===== config.mk =====
export PLATFORM = sky130hd
export DESIGN_NAME = cap_load_pgguard
export DESIGN_NICKNAME = d
export VERILOG_FILES = /design/src/rtl/capg_pkg.sv /design/src/rtl/capg_pte_class.sv /design/src/rtl/capg_resolve.sv /design/src/rtl/cap_load_pgguard.sv
export SDC_FILE = /design/constraint.sdc
export NUM_CORES = 1
export LEC_CHECK = 0
export BUFFER_PORTS_ARGS = -buffer_cell sky130_fd_sc_hd__buf_2
export CAP_MARGIN = 20
export CORE_AREA = 2 2 39 41
export CTS_BUF_LIST = sky130_fd_sc_hd__clkbuf_4
export DETAILED_ROUTE_END_ITERATION = 12
export DIE_AREA = 0 0 41 43
export PLACE_DENSITY = 0.52
export SKIP_CTS_REPAIR_TIMING = 1
export SLEW_MARGIN = 20
export SYNTH_ARGS = -nofsm -noshare
export SYNTH_HDL_FRONTEND = slang
export SYNTH_SLANG_ARGS = --single-unit

===== constraint.sdc =====
create_clock -name clk -period 0.8 [get_ports clk]
set_input_delay 0.04 -clock clk [delete_from_list [all_inputs] [get_ports clk]]
set_output_delay 0.04 -clock clk [all_outputs]
set_load 0.02 [all_outputs]

===== src/rtl/capg_pkg.sv =====
package capg_pkg;
   localparam int unsigned RES_W = 3;
   typedef enum logic [RES_W-1:0] {
      RES_PASS     = 3'd0,
      RES_CLEAR    = 3'd1,
      RES_LDFAULT  = 3'd2,
      RES_RESERVED = 3'd3,
      RES_STFAULT  = 3'd4
   } capg_res_e;

   typedef struct packed {
      logic crw;
      logic cd;
      logic crg;
      logic user;
   } capg_pte_t;

   typedef struct packed {
      logic reserved;
      logic no_capwr;
      logic gen_mismatch;
   } capg_class_t;
endpackage


===== src/rtl/capg_pte_class.sv =====
module capg_pte_class
   import capg_pkg::*;
(
   input  capg_pte_t   pte,
   input  logic        gen_en,
   input  logic        gen_status,
   output capg_class_t cls
);
   always_comb begin
      cls.no_capwr     = !pte.crw;
      cls.reserved     = gen_en && !pte.crw && (pte.cd || pte.crg);
      cls.gen_mismatch = gen_en && pte.crw && pte.user && (pte.crg != gen_status);
   end
endmodule


===== src/rtl/capg_resolve.sv =====
module capg_resolve
   import capg_pkg::*;
#(
   parameter bit PRECISE_TAG = 1'b1
) (
   input  logic        is_cap,
   input  logic        is_amo,
   input  logic        st_tag,
   input  capg_class_t cls,
   input  logic        tag_loaded,
   input  logic        tag_forced_clr,
   output capg_res_e   res,
   output logic        tag_out
);
   logic tag_eff;
   logic trap_fire;

   assign tag_eff = tag_loaded && !tag_forced_clr;

   generate
      if (PRECISE_TAG) begin : g_precise
         assign trap_fire = cls.gen_mismatch && tag_eff;
      end else begin : g_conservative
         assign trap_fire = cls.gen_mismatch && !tag_forced_clr;
      end
   endgenerate

   always_comb begin
      res     = RES_PASS;
      tag_out = 1'b0;
      if (is_cap) begin
         if (cls.reserved) begin
            res = RES_RESERVED;
         end else if (cls.no_capwr && is_amo && st_tag) begin
            res = RES_STFAULT;
         end else if (cls.no_capwr) begin
            res = RES_CLEAR;
         end else if (trap_fire) begin
            res = RES_LDFAULT;
         end else begin
            res     = RES_PASS;
            tag_out = tag_eff;
         end
      end
   end
endmodule


===== src/rtl/cap_load_pgguard.sv =====
module cap_load_pgguard
   import capg_pkg::*;
#(
   parameter bit PRECISE_TAG = 1'b1
) (
   input  logic             clk,
   input  logic             rst_n,
   input  logic             req_valid,
   input  logic             req_is_cap,
   input  logic             req_is_amo,
   input  logic             req_st_tag,
   input  logic             pte_crw,
   input  logic             pte_cd,
   input  logic             pte_crg,
   input  logic             pte_user,
   input  logic             gen_en,
   input  logic             gen_status,
   input  logic             tag_loaded,
   input  logic             tag_forced_clr,
   output logic             rsp_valid,
   output logic [RES_W-1:0] rsp_result,
   output logic             rsp_reserved,
   output logic             rsp_tag
);
   capg_pte_t   pte;
   capg_class_t cls;
   capg_res_e   res_d;
   logic        tag_d;

   assign pte = '{crw: pte_crw, cd: pte_cd, crg: pte_crg, user: pte_user};

   capg_pte_class u_class (
      .pte        (pte),
      .gen_en     (gen_en),
      .gen_status (gen_status),
      .cls        (cls)
   );

   capg_resolve #(.PRECISE_TAG(PRECISE_TAG)) u_resolve (
      .is_cap         (req_is_cap),
      .is_amo         (req_is_amo),
      .st_tag         (req_st_tag),
      .cls            (cls),
      .tag_loaded     (tag_loaded),
      .tag_forced_clr (tag_forced_clr),
      .res            (res_d),
      .tag_out        (tag_d)
   );

   always_ff @(posedge clk) begin
      if (!rst_n) begin
         rsp_valid    <= 1'b0;
         rsp_result   <= RES_PASS;
         rsp_reserved <= 1'b0;
         rsp_tag      <= 1'b0;
      end else begin
         rsp_valid    <= req_valid;
         rsp_result   <= req_valid ? res_d : RES_PASS;
         rsp_reserved <= req_valid && (res_d == RES_RESERVED);
         rsp_tag      <= req_valid && tag_d;
      end
   end

   // valid strobe follows the request by one cycle
   p_valid_follows_r1: assert property (@(posedge clk) disable iff (!rst_n)
      req_valid |=> rsp_valid);
   p_idle_quiet_r1: assert property (@(posedge clk) disable iff (!rst_n)
      !req_valid |=> (!rsp_valid && rsp_result == RES_PASS && !rsp_tag));
   // non-capability loads pass
   p_noncap_pass_r2: assert property (@(posedge clk) disable iff (!rst_n)
      (req_valid && !req_is_cap) |=> (rsp_result == RES_PASS && !rsp_tag));
   // reserved flag only with the reserved code, and never with a tag
   p_reserved_flag_r4: assert property (@(posedge clk) disable iff (!rst_n)
      rsp_reserved |-> (rsp_result == RES_RESERVED && !rsp_tag));
   // kernel pages with capability writes pass
   p_kernel_pass_r5: assert property (@(posedge clk) disable iff (!rst_n)
      (req_valid && req_is_cap && pte_crw && !pte_user) |=> rsp_result == RES_PASS);
   // matching generation passes
   p_gen_match_r6: assert property (@(posedge clk) disable iff (!rst_n)
      (req_valid && req_is_cap && pte_crw && pte_crg == gen_status) |=> rsp_result == RES_PASS);
   // a wiped tag never faults and never comes out set
   p_forced_clr_r9: assert property (@(posedge clk) disable iff (!rst_n)
      (req_valid && tag_forced_clr) |=> (rsp_result != RES_LDFAULT && !rsp_tag));
endmodule


### After elaboration in Yosys (flattened, before gate mapping)

Index checks and enable logic that the tools add are counted.

| word-level totals | value |
|---|---|
| bits in registers | 6 |
| output and inout bits | 6 |
| word-level logic and storage cells | 31 |

| operators by class | value |
|---|---|
| eq/ne operators | 2 |
| mux-type cells | 10 |
| reduce and logical (&&, ||, !) cells | 15 |

Operators by type and width:

| operator | number |
|---|---|
| 3-bit 2-to-1 mux | 4 |
| 1-bit logical AND | 11 |
| 1-bit 2-to-1 mux | 5 |
| 3-bit by 2-bit equality test with 1-bit output (second input constant) | 1 |
| 1-bit logical NOT | 2 |
| 2-bit 2-to-1 mux | 1 |
| 2-bit AND reduction | 1 |
| 1-bit logical OR | 1 |
| 1-bit inequality test | 1 |

### Logic depth before layout (Yosys ltp)

Gate-level depths: netlist (run 1).

| logic depth | value |
|---|---|
| depth after elaboration | 11 |
| depth in mapped cells | 3 |

### By module

A second synthesis (run 1) with hierarchy kept.

| second synthesis, totals | value |
|---|---|
| cells, all modules | 27 |
| area total of the unflattened synthesis | 252.7 µm² |

By module, submodules not included:

| module | instances | cells each | area each (µm²) | seq. area each (µm²) |
|---|---|---|---|---|
| cap_load_pgguard | 1 | 12 | 160.2 | 120.1 |
| capg_resolve | 1 | 10 | 61.3 | 0.0 |
| capg_pte_class | 1 | 5 | 31.3 | 0.0 |

### Worst setup path after synthesis (run 1)

OpenSTA, ideal clock, no wires.

| path | value |
|---|---|
| path kind | in2reg |
| from | input gen_status |
| to | register rsp_result[1] |
| library setup time | 0.114 ns |
| arrival time | 0.490 ns |
| slack | 0.196 ns |
| stages | 3 |
| path through | xor2_1 -> and3_1 -> a21o_1 |

| between the ends | value |
|---|---|
| cells in the longest elaborated chain, start to end | 8 |

RTL lines:

| element | RTL line | source |
|---|---|---|
| start: declaration | cap_load_pgguard.sv:17 | `input logic gen_status,` |
| 1-bit inequality test | capg_pte_class.sv:12 | `cls.gen_mismatch = gen_en && pte.crw && pte.user && (pte.crg != gen_status);` |
| 1-bit logical AND | capg_pte_class.sv:12 |  |
| 1-bit logical AND | capg_resolve.sv:22 | `assign trap_fire = cls.gen_mismatch && tag_eff;` |
| 2-bit 2-to-1 mux | capg_resolve.sv:38 | `end else if (trap_fire) begin` |
| 3-bit 2-to-1 mux | capg_resolve.sv:36 | `end else if (cls.no_capwr) begin` |
| 3-bit 2-to-1 mux | capg_resolve.sv:34 | `end else if (cls.no_capwr && is_amo && st_tag) begin` |
| 3-bit 2-to-1 mux | capg_resolve.sv:32 | `if (cls.reserved) begin` |
| 3-bit 2-to-1 mux | capg_resolve.sv:31 | `if (is_cap) begin` |
| end signal: assignment | cap_load_pgguard.sv:58 | `rsp_result <= req_valid ? res_d : RES_PASS;` |
| end: declaration | cap_load_pgguard.sv:21 | `output logic [RES_W-1:0] rsp_result,` |

No other way between the ends.
A chain may end at the register's enable or synchronous reset.

### Final worst setup path (run 1)

| path | value |
|---|---|
| from | register rsp_result[1] |
| to | output rsp_result[1] |

No word-level cell between the ends.

==> metrics.md, run 1 <==
| Metric | Value |
|---|---|
| Slew margin rel. | `0.842` |
| CP max stage delay | `~300 ps` |
| DRC violations left | `0` |
| Fraction of layout cells with a size suffix above 1 | `0.524` |
| Flops & latches, synth | `6` |
| Top cell type's share of synthesized area | `0.596` |
| CTS Buffer Depth | `2` |
| GRT Overall Usage | `0.0723` |
| Root buffer cell | `clkbuf_4` |
| TritonCTS clock tree | `built` |
| First-pass GRT wire length | `724 um` |
| Wire per inst | `8.00 um` |
| CP top delay family | `flip-flops` |
| Die Area | `0.00176 mm2` |
| Worst Path Max Fanout | `1` |
| Tcrit/Tclk final | `0.918` |
| Detailed Place HPWL | `slightly below 400 um` |
| Syn Std Cell Area | `201 um2` |
| Routed wire length | `464 um` |
| Clk slew on worst S/H paths | `40 ps` |
| Setup Viol. Count Final | `0` |
| Final Util | `0.245` |
| Starting Density | `0.146` |
| Hold Fails Final Rpt | `0` |
| Status | `finished, final reports clean` |
| Yosys warns | `0` |
| Setup crit end kind | `output port` |
| Critical Path Source Type | `register` |
| DRT iter0 DRCs | `1` |
| Kind of critical path | `reg -> out` |
| FP Rows | `14` |
| Cell taking the most area after synthesis | `dfxtp_1` |
| # fillers | `approximately 150` |
| Largest net degree at the start of global routing | `4` |
| Min Tclk post-route | `roughly 730 ps` |
| Grt ovf | `0` |
| Drt pass-1 iters | `3` |
| Nets | `58` |
| Initial antenna violation count | `0` |
| Unrepaired setup endpoints after global routing | `false` |
| DRT antenna net count | `0` |
| Placer's final routability congestion estimate | `0.619` |
| VDD IR-drop max | `0.000518 V` |
| Vias post-DR | `215` |
| WP data arrival | `690 ps` |
| Buffers on Ports | `19` |
| Worst path bufs/invs | `1` |
| Worst-margin pin slew | `236 ps` |
| Area added between synthesis and finish | `68.3%` |
| # IOs | `20` |
| Fmax | `about 1400 MHz` |
| PD cells | `1910 mW/mm2` |
| Vias in the first global route | `approximately 170` |
| Syn Nets | `34` |
| Die X | `41 um` |
| Post-synthesis cell type count | `13` |
| Setup TNS | `0 ps` |
| Sinks on Clock Net | `6` |
| Vias per cell | `~3.7` |
| CP Cell Sequence | `buf_2` |
| Cells after Synth | `20` |
| Core Region | `around 0.0014 mm2` |
| Hold crit path type | `in -> reg` |
| Height of the die | `43 um` |
| TritonCTS buffer count | `3` |
| P_leak | `0.184 nW` |
| Sequential area share after synthesis | `0.596` |
| Synthesized area per cell | `10.1 um2` |
| Diode count | `0` |
| CP max-delay cell | `dfxtp_1` |
| Max-cap viol count | `0` |
| WP data required | `760 ps` |
| Main area contributors after synthesis | `dfxtp_1, nand3_1, nand4b_1` |
| Slew Limit Fails | `0` |
| CTS H-tree depth | `1` |
==> where the power goes <==
| group | leakage, nW | internal (mW) | total (mW) | switching (mW) |
|---|---|---|---|---|
| registers | 0.0488 | 0.306 | 0.307 | 0.00107 |
| clock network | 0.0138 | 0.169 | 0.270 | 0.101 |
| logic | 0.121 | 0.0368 | 0.0699 | 0.0331 |
| total | 0.184 | 0.512 | 0.648 | 0.135 |
==> path summary, 6_finish.rpt <==
check / start / end / slack (ps) / depth (start not counted)
worst min-delay path: req_is_amo / rsp_result[0]$_SDFF_PN0_ / 4 / 2
worst max-delay path: rsp_result[1]$_SDFF_PN0_ / rsp_result[1] / 70 / 1
==> cell usage in the layout (no fill, tap or decap), drive strengths merged <==
cell,instances
a21o,1
a31oi,1
and2,1
and3,1
buf,19
clkbuf,3
dfxtp,6
nand2,1
nand3,2
nand4b,1
nor2,2
nor2b,1
nor3,1
o21ai,1
xor2,1
==> registers in the layout, summed over array words and instances, names as in the netlist <==
register,cells
rsp_tag,1
rsp_reserved,1
rsp_result,3
rsp_valid,1
==> kinds of logic (layout without fill, tap and decap cells) <==
family | Yosys count | in the layout | synth area share
AND/OR/NAND/NOR | 10 | 10 | 0.267
flip-flops | 6 | 6 | 0.596
AO/OA/AOI/OAI | 3 | 3 | 0.0932
XOR/XNOR | 1 | 1 | 0.0435
buffers and inverters | 0 | 22 | 0
==> area by class of cell <==
type | instances | area (um2) | area share
flip-flops and latches | 6 | 120 | 0.354
clock buffers | 3 | 22.5 | 0.0664
repair buffers | 19 | 95.1 | 0.280
multi-input cells | 14 | 81.3 | 0.240
well taps | 16 | 20.0 | 0.0590
==> cell usage after synthesis, drive strengths merged <==
cell,n
nor2b,1
nor2,2
xor2,1
and2,1
nand2,1
nand3,2
a31oi,1
o21ai,1
dfxtp,6
a21o,1
nand4b,1
nor3,1
and3,1
==> metal layers <==
metal  share of wire  track usage
met1            0.44       0.0740
met2            0.36       0.0656
met3            0.15       0.0524
met4           0.047        0.120
met5               0            0
==> through the flow <==
| step | hold slack, ps | setup WS (ps) | total power, mW | std cells | cell area (um2) |
|---|---|---|---|---|---|
| after detailed placement | 252 | 58.5 | 0.384 | 55 | 317 |
| final | 4.11 | 66.0 | 0.648 | 58 | 339 |
| after CTS | -9.66 | 44.6 | 0.672 | 58 | 339 |
| after global routing | 10.1 | 19.7 | 0.701 | 58 | 339 |
| after floorplan | 143 | 196 | 0.339 | 20 | 201 |
| after global placement | 249 | 60.8 | 0.383 | 55 | 317 |
(Power assumes the default switching activity.)
==> run 2, diff against run 1 <==
--- a/config.mk
+++ b/config.mk
@@ -11,7 +11,6 @@
 export CTS_BUF_LIST = sky130_fd_sc_hd__clkbuf_4
 export DETAILED_ROUTE_END_ITERATION = 12
 export DIE_AREA = 0 0 41 43
-export PLACE_DENSITY = 0.52
 export SKIP_CTS_REPAIR_TIMING = 1
 export SLEW_MARGIN = 20
 export SYNTH_ARGS = -nofsm -noshare
==> run 2 against run 1 <==
Effect of this change: via count is 0.47% higher; die area stayed put; flip-flop and latch count stayed put; critical path type unchanged; worst setup slack better by 11 ps; combinational power is 5.3% higher; first-iteration DRC count grew to 11 times the previous value; sequential power hardly changed; global-route usage is 0.17 points lower; hold slack better by 13 ps; wire length is 1.9% higher.
==> metrics.md, run 2 (synthesis gave the netlist of run 1 again) <==
| Metric | Value |
|---|---|
| Critical Path Source Type | `register (unchanged)` |
| CTS Buffer Depth | `2 (unchanged)` |
| Worst path bufs/invs | `1 (unchanged)` |
| WP data required | `760 ps (about the same)` |
| Placed insts | `55 (unchanged)` |
| VDD IR-drop max | `0.000402 V (was 0.000518 V)` |
| Most common cell after layout, fill and taps aside | `buf_2 (unchanged)` |
| Starting Density | `0.146 (unchanged)` |
| Setup Viol. Count Final | `0 (unchanged)` |
| Area added between synthesis and finish | `73.3% (was 68.3%)` |
| Fin area | `349 um2 (was 339 um2)` |
| Die Area | `0.00176 mm2 (unchanged)` |
| PD cells | `1850 mW/mm2 (was 1910 mW/mm2)` |
| # IOs | `20 (unchanged)` |
| Nets | `59 (was 58)` |
| CP max stage delay | `290 ps (was 300 ps)` |
| WP data arrival | `680 ps (was 690 ps)` |
| Clk slew on worst S/H paths | `40 ps (about the same)` |
| CP max-delay cell | `dfxtp_1 (unchanged)` |
| Placer's final routability congestion estimate | `0.672 (was 0.619)` |
| Die X | `41 um (unchanged)` |
| Hold crit path type | `in -> reg (unchanged)` |
| Min Tclk post-route | `723 ps (was 734 ps)` |
| TritonCTS clock tree | `built (unchanged)` |
| Core Region | `0.00138 mm2 (unchanged)` |
| Worst Path Max Fanout | `1 (unchanged)` |
| GRT Overall Usage | `0.0706 (was 0.0723)` |
| CP top delay family | `flip-flops (unchanged)` |
| Root buffer cell | `clkbuf_4 (unchanged)` |
| Routed wire length | `473 um (was 464 um)` |
| DRC violations left | `0 (unchanged)` |
| Height of the die | `43 um (unchanged)` |
| Vias per cell | `3.66 (was 3.71)` |
| Slew Limit Fails | `0 (unchanged)` |
| Post-place instance area | `317 um2 (unchanged)` |
| Grt ovf | `0 (unchanged)` |
| FP Rows | `14 (unchanged)` |
| TritonCTS buffer count | `3 (unchanged)` |
| Max reg flops | `3 (unchanged)` |
| Sinks on Clock Net | `6 (unchanged)` |
| Diode count | `0 (unchanged)` |
| Fraction of layout cells with a size suffix above 1 | `0.512 (was 0.524)` |
| Wire per inst | `8.02 um (was 8.00 um)` |
| DRT antenna net count | `0 (unchanged)` |
| Kind of critical path | `reg -> out (unchanged)` |
| P_leak | `0.188 nW (was 0.184 nW)` |
| Slew margin rel. | `0.845 (was 0.842)` |
| Final worst slack | `77.3 ps (was 66.0 ps)` |
| Setup crit end kind | `output port (unchanged)` |
| CP Cell Sequence | `buf_2 (unchanged)` |
| Largest net degree at the start of global routing | `4 (unchanged)` |
| Vias in the first global route | `207 (was 169)` |
| Initial antenna violation count | `0 (unchanged)` |
| Reg with most FFs | `rsp_result (unchanged)` |
| Buffers on Ports | `19 (unchanged)` |
| Vias post-DR | `216 (was 215)` |
| First-pass GRT wire length | `772 um (was 724 um)` |
| Status | `finished, final reports clean (unchanged)` |
| Layout Cells excl Fill | `59 (was 58)` |
| Drt pass-1 iters | `5 (was 3)` |
| Setup TNS | `0 ps (unchanged)` |
| Hold Fails Final Rpt | `0 (unchanged)` |
| Worst-margin pin slew | `231 ps (was 236 ps)` |
| Place WS | `70.2 ps (was 58.5 ps)` |
| Fmax | `1380 MHz (was 1360 MHz)` |
| Most frequent cells in the layout | `buf_2, dfxtp_1, clkbuf_4, nand3_1, nor2_1 (unchanged)` |
| Unrepaired setup endpoints after global routing | `false (unchanged)` |
| Max-cap viol count | `0 (unchanged)` |
| Tcrit/Tclk final | `0.903 (was 0.918)` |
| DRT iter0 DRCs | `11 (was 1)` |
| CTS H-tree depth | `1 (unchanged)` |
-- run 2: power by group --
part           switching, mW  internal, mW  total [mW]
Sequential           0.00101         0.307       0.308
Clock                 0.0959         0.169       0.265
Combinational         0.0337        0.0400      0.0736
Total                  0.131         0.515       0.646
-- run 2: per-layer routing --
metal | GRT usage | share of wire
met1 | 0.0717 | 0.40
met2 | 0.0938 | 0.51
met3 | 0.0157 | 0.095
met4 | 0.100 | 0
met5 | 0 | 0
-- run 2: worst paths after layout --
path                                     start                  endpoint  slack [ps]  depth (start not counted)
worst min-delay path                req_st_tag  rsp_result[0]$_SDFF_PN0_          20                          2
worst max-delay path  rsp_result[1]$_SDFF_PN0_             rsp_result[1]          80                          1
-- run 2: final cells by class --
type                    count  area [um2]
fillers                   156        1030
flip-flops and latches      6         120
repair buffers             20         105
multi-input cells          14        81.3
clock buffers               3        22.5
well taps                  16        20.0
-- run 2: through the flow --
step,util,hold WS [ps],power [mW]
final,0.252,17.2,0.646
after global routing,0.252,7.22,0.694
after CTS,0.245,-7.75,0.659
after detailed placement,0.229,246,0.383
after global placement,0.229,248,0.382
after floorplan,-,143,0.339
==> run 3, diff against run 2 <==
==> constraint.sdc (replaced) <==
create_clock -name clk -period 0.9 [get_ports clk]
set_input_delay 0.045 -clock clk [delete_from_list [all_inputs] [get_ports clk]]
set_output_delay 0.045 -clock clk [all_outputs]
set_load 0.02 [all_outputs]
==> run 3 against run 2 <==
Effect of this change: worst setup slack better by 95 ps; clock power shrank 11%; die area did not move; hold slack worse by 8.5 ps; combinational power fell by 15%; first-iteration DRC count is 36% lower; power shrank 12%; sequential power fell by 11%; cell area is 2.9% lower; wire length shrank 0.63%; critical path type unchanged; largest cell class unchanged.
==> metrics.md, run 3 (synthesis gave the netlist of run 1 again) <==
| Metric | Value |
|---|---|
| Status | `finished, final reports clean (unchanged)` |
| DRT iter0 DRCs | `7 (was 11)` |
| TritonCTS buffer count | `3 (unchanged)` |
| Most common cell after layout, fill and taps aside | `buf_2 (unchanged)` |
| Fraction of layout cells with a size suffix above 1 | `0.524 (was 0.512)` |
| Vias in the first global route | `207 (unchanged)` |
| Min-delay src | `req_is_amo (was req_st_tag)` |
| Die X | `41 um (unchanged)` |
| Worst-margin pin slew | `231 ps (unchanged)` |
| Multi-input logic area | `81.3 um2 (unchanged)` |
| CP max stage delay | `290 ps (about the same)` |
| TritonCTS clock tree | `built (unchanged)` |
| Kind of critical path | `reg -> out (unchanged)` |
| Max-cap viol count | `0 (unchanged)` |
| Wire per inst | `8.10 um (was 8.02 um)` |
| First-pass GRT wire length | `772 um (unchanged)` |
| Diode count | `0 (unchanged)` |
| Tcrit/Tclk final | `0.809` |
| Worst Path Max Fanout | `1 (unchanged)` |
| CP top delay family | `flip-flops (unchanged)` |
| FF/Latch Area | `120 um2 (unchanged)` |
| Min Tclk post-route | `728 ps` |
| # fillers | `155 (was 156)` |
| Unrepaired setup endpoints after global routing | `false (unchanged)` |
| Cell depth of the worst setup path | `1 (unchanged)` |
| WP data required | `850 ps (was 760 ps)` |
| Drt pass-1 iters | `4 (was 5)` |
| Setup TNS | `0 ps (unchanged)` |
| Starting Density | `0.146 (unchanged)` |
| CTS Buffer Depth | `2 (unchanged)` |
| Buffers on Ports | `19 (unchanged)` |
| Hold crit path type | `in -> reg (unchanged)` |
| Slew margin rel. | `0.845 (unchanged)` |
| Slew Limit Fails | `0 (unchanged)` |
| Core Region | `0.00138 mm2 (unchanged)` |
| Worst path bufs/invs | `1 (unchanged)` |
| Fmax | `1370 MHz` |
| Setup crit end kind | `output port (unchanged)` |
| Grt ovf | `0 (unchanged)` |
| Die Area | `0.00176 mm2 (unchanged)` |
| Routed wire length | `470 um (was 473 um)` |
| P_leak | `0.184 nW (was 0.188 nW)` |
| Most frequent cells in the layout | `buf_2, dfxtp_1, clkbuf_4, nand3_1, nor2_1 (unchanged)` |
| DRT antenna net count | `0 (unchanged)` |
| WP data arrival | `680 ps (about the same)` |
| FP Rows | `14 (unchanged)` |
| Nets | `58 (was 59)` |
| CTS H-tree depth | `1 (unchanged)` |
| Clk slew on worst S/H paths | `40 ps (about the same)` |
| Fin area | `339 um2 (was 349 um2)` |
| CP Cell Sequence | `buf_2 (unchanged)` |
| Area added between synthesis and finish | `68.3% (was 73.3%)` |
| Max reg flops | `3 (unchanged)` |
| Critical path origin | `rsp_result[1]$_SDFF_PN0_ (unchanged)` |
| CP Capture Point | `rsp_result[1] (unchanged)` |
| Initial antenna violation count | `0 (unchanged)` |
| Vias post-DR | `207 (was 216)` |
| Hold Fails Final Rpt | `0 (unchanged)` |
| Setup Viol. Count Final | `0 (unchanged)` |
| CP max-delay cell | `dfxtp_1 (unchanged)` |
| # IOs | `20 (unchanged)` |
| Root buffer cell | `clkbuf_4 (unchanged)` |
| Largest net degree at the start of global routing | `4 (unchanged)` |
| Post-place instance area | `317 um2 (unchanged)` |
| Sinks on Clock Net | `6 (unchanged)` |
| Critical Path Source Type | `register (unchanged)` |
| VDD IR-drop max | `0.000358 V (was 0.000402 V)` |
| Placer's final routability congestion estimate | `0.672 (unchanged)` |
| Total power | `0.571 mW (was 0.646 mW)` |
| Vias per cell | `3.57 (was 3.66)` |
| Height of the die | `43 um (unchanged)` |
| DRC violations left | `0 (unchanged)` |
| Reg with most FFs | `rsp_result (unchanged)` |
| PD cells | `1680 mW/mm2 (was 1850 mW/mm2)` |
| GRT Overall Usage | `0.0706 (unchanged)` |
[run 3: changes by cell type in the layout (fill, tap and decap cells not counted), sizes merged]
cell / before / now
dlygate4sd3: 1 / 0
[run 3: worst min-delay path by stage]
stage                                           to  cells past startpoint
after global placement    rsp_result[0]$_SDFF_PN0_                      2
after CTS                 rsp_result[0]$_SDFF_PN0_                      2
final                     rsp_result[0]$_SDFF_PN0_                      2
after global routing      rsp_result[0]$_SDFF_PN0_                      2
after floorplan           rsp_result[0]$_SDFF_PN0_                      1
after detailed placement  rsp_result[0]$_SDFF_PN0_                      2
[run 3: layer usage]
metal | track usage | vias to the layer above | wire length (um)
li1 | - | 114 | -
met3 | 0.0157 | 0 | 45
met2 | 0.0938 | 12 | 241
met1 | 0.0717 | 81 | 183
met4 | 0.100 | 0 | 0
met5 | 0 | - | 0
[run 3: stage by stage]
stage | hold WS [ps] | cells | setup slack (ps) | utilization
finish | 8.65 | 58 | 172 | 0.245
global route | 0.518 | 58 | 121 | 0.245
CTS | -2.75 | 58 | 155 | 0.245
detailed placement | 251 | 55 | 165 | 0.229
global placement | 253 | 55 | 172 | 0.229
floorplan | 148 | 20 | 291 | -
[run 3: area by class of cell]
class	count	area share
Multi-Input combinational cell	14	0.240
Timing Repair Buffer	19	0.280
Sequential cell	6	0.354
Clock buffer	3	0.0664
Tap cell	16	0.0590
[run 3: power breakdown]
group	leakage (nW)	total (mW)	internal [mW]	switching (mW)
Sequential	0.0488	0.273	0.272	0.000901
Clock	0.0138	0.236	0.150	0.0855
Combinational	0.121	0.0622	0.0327	0.0295
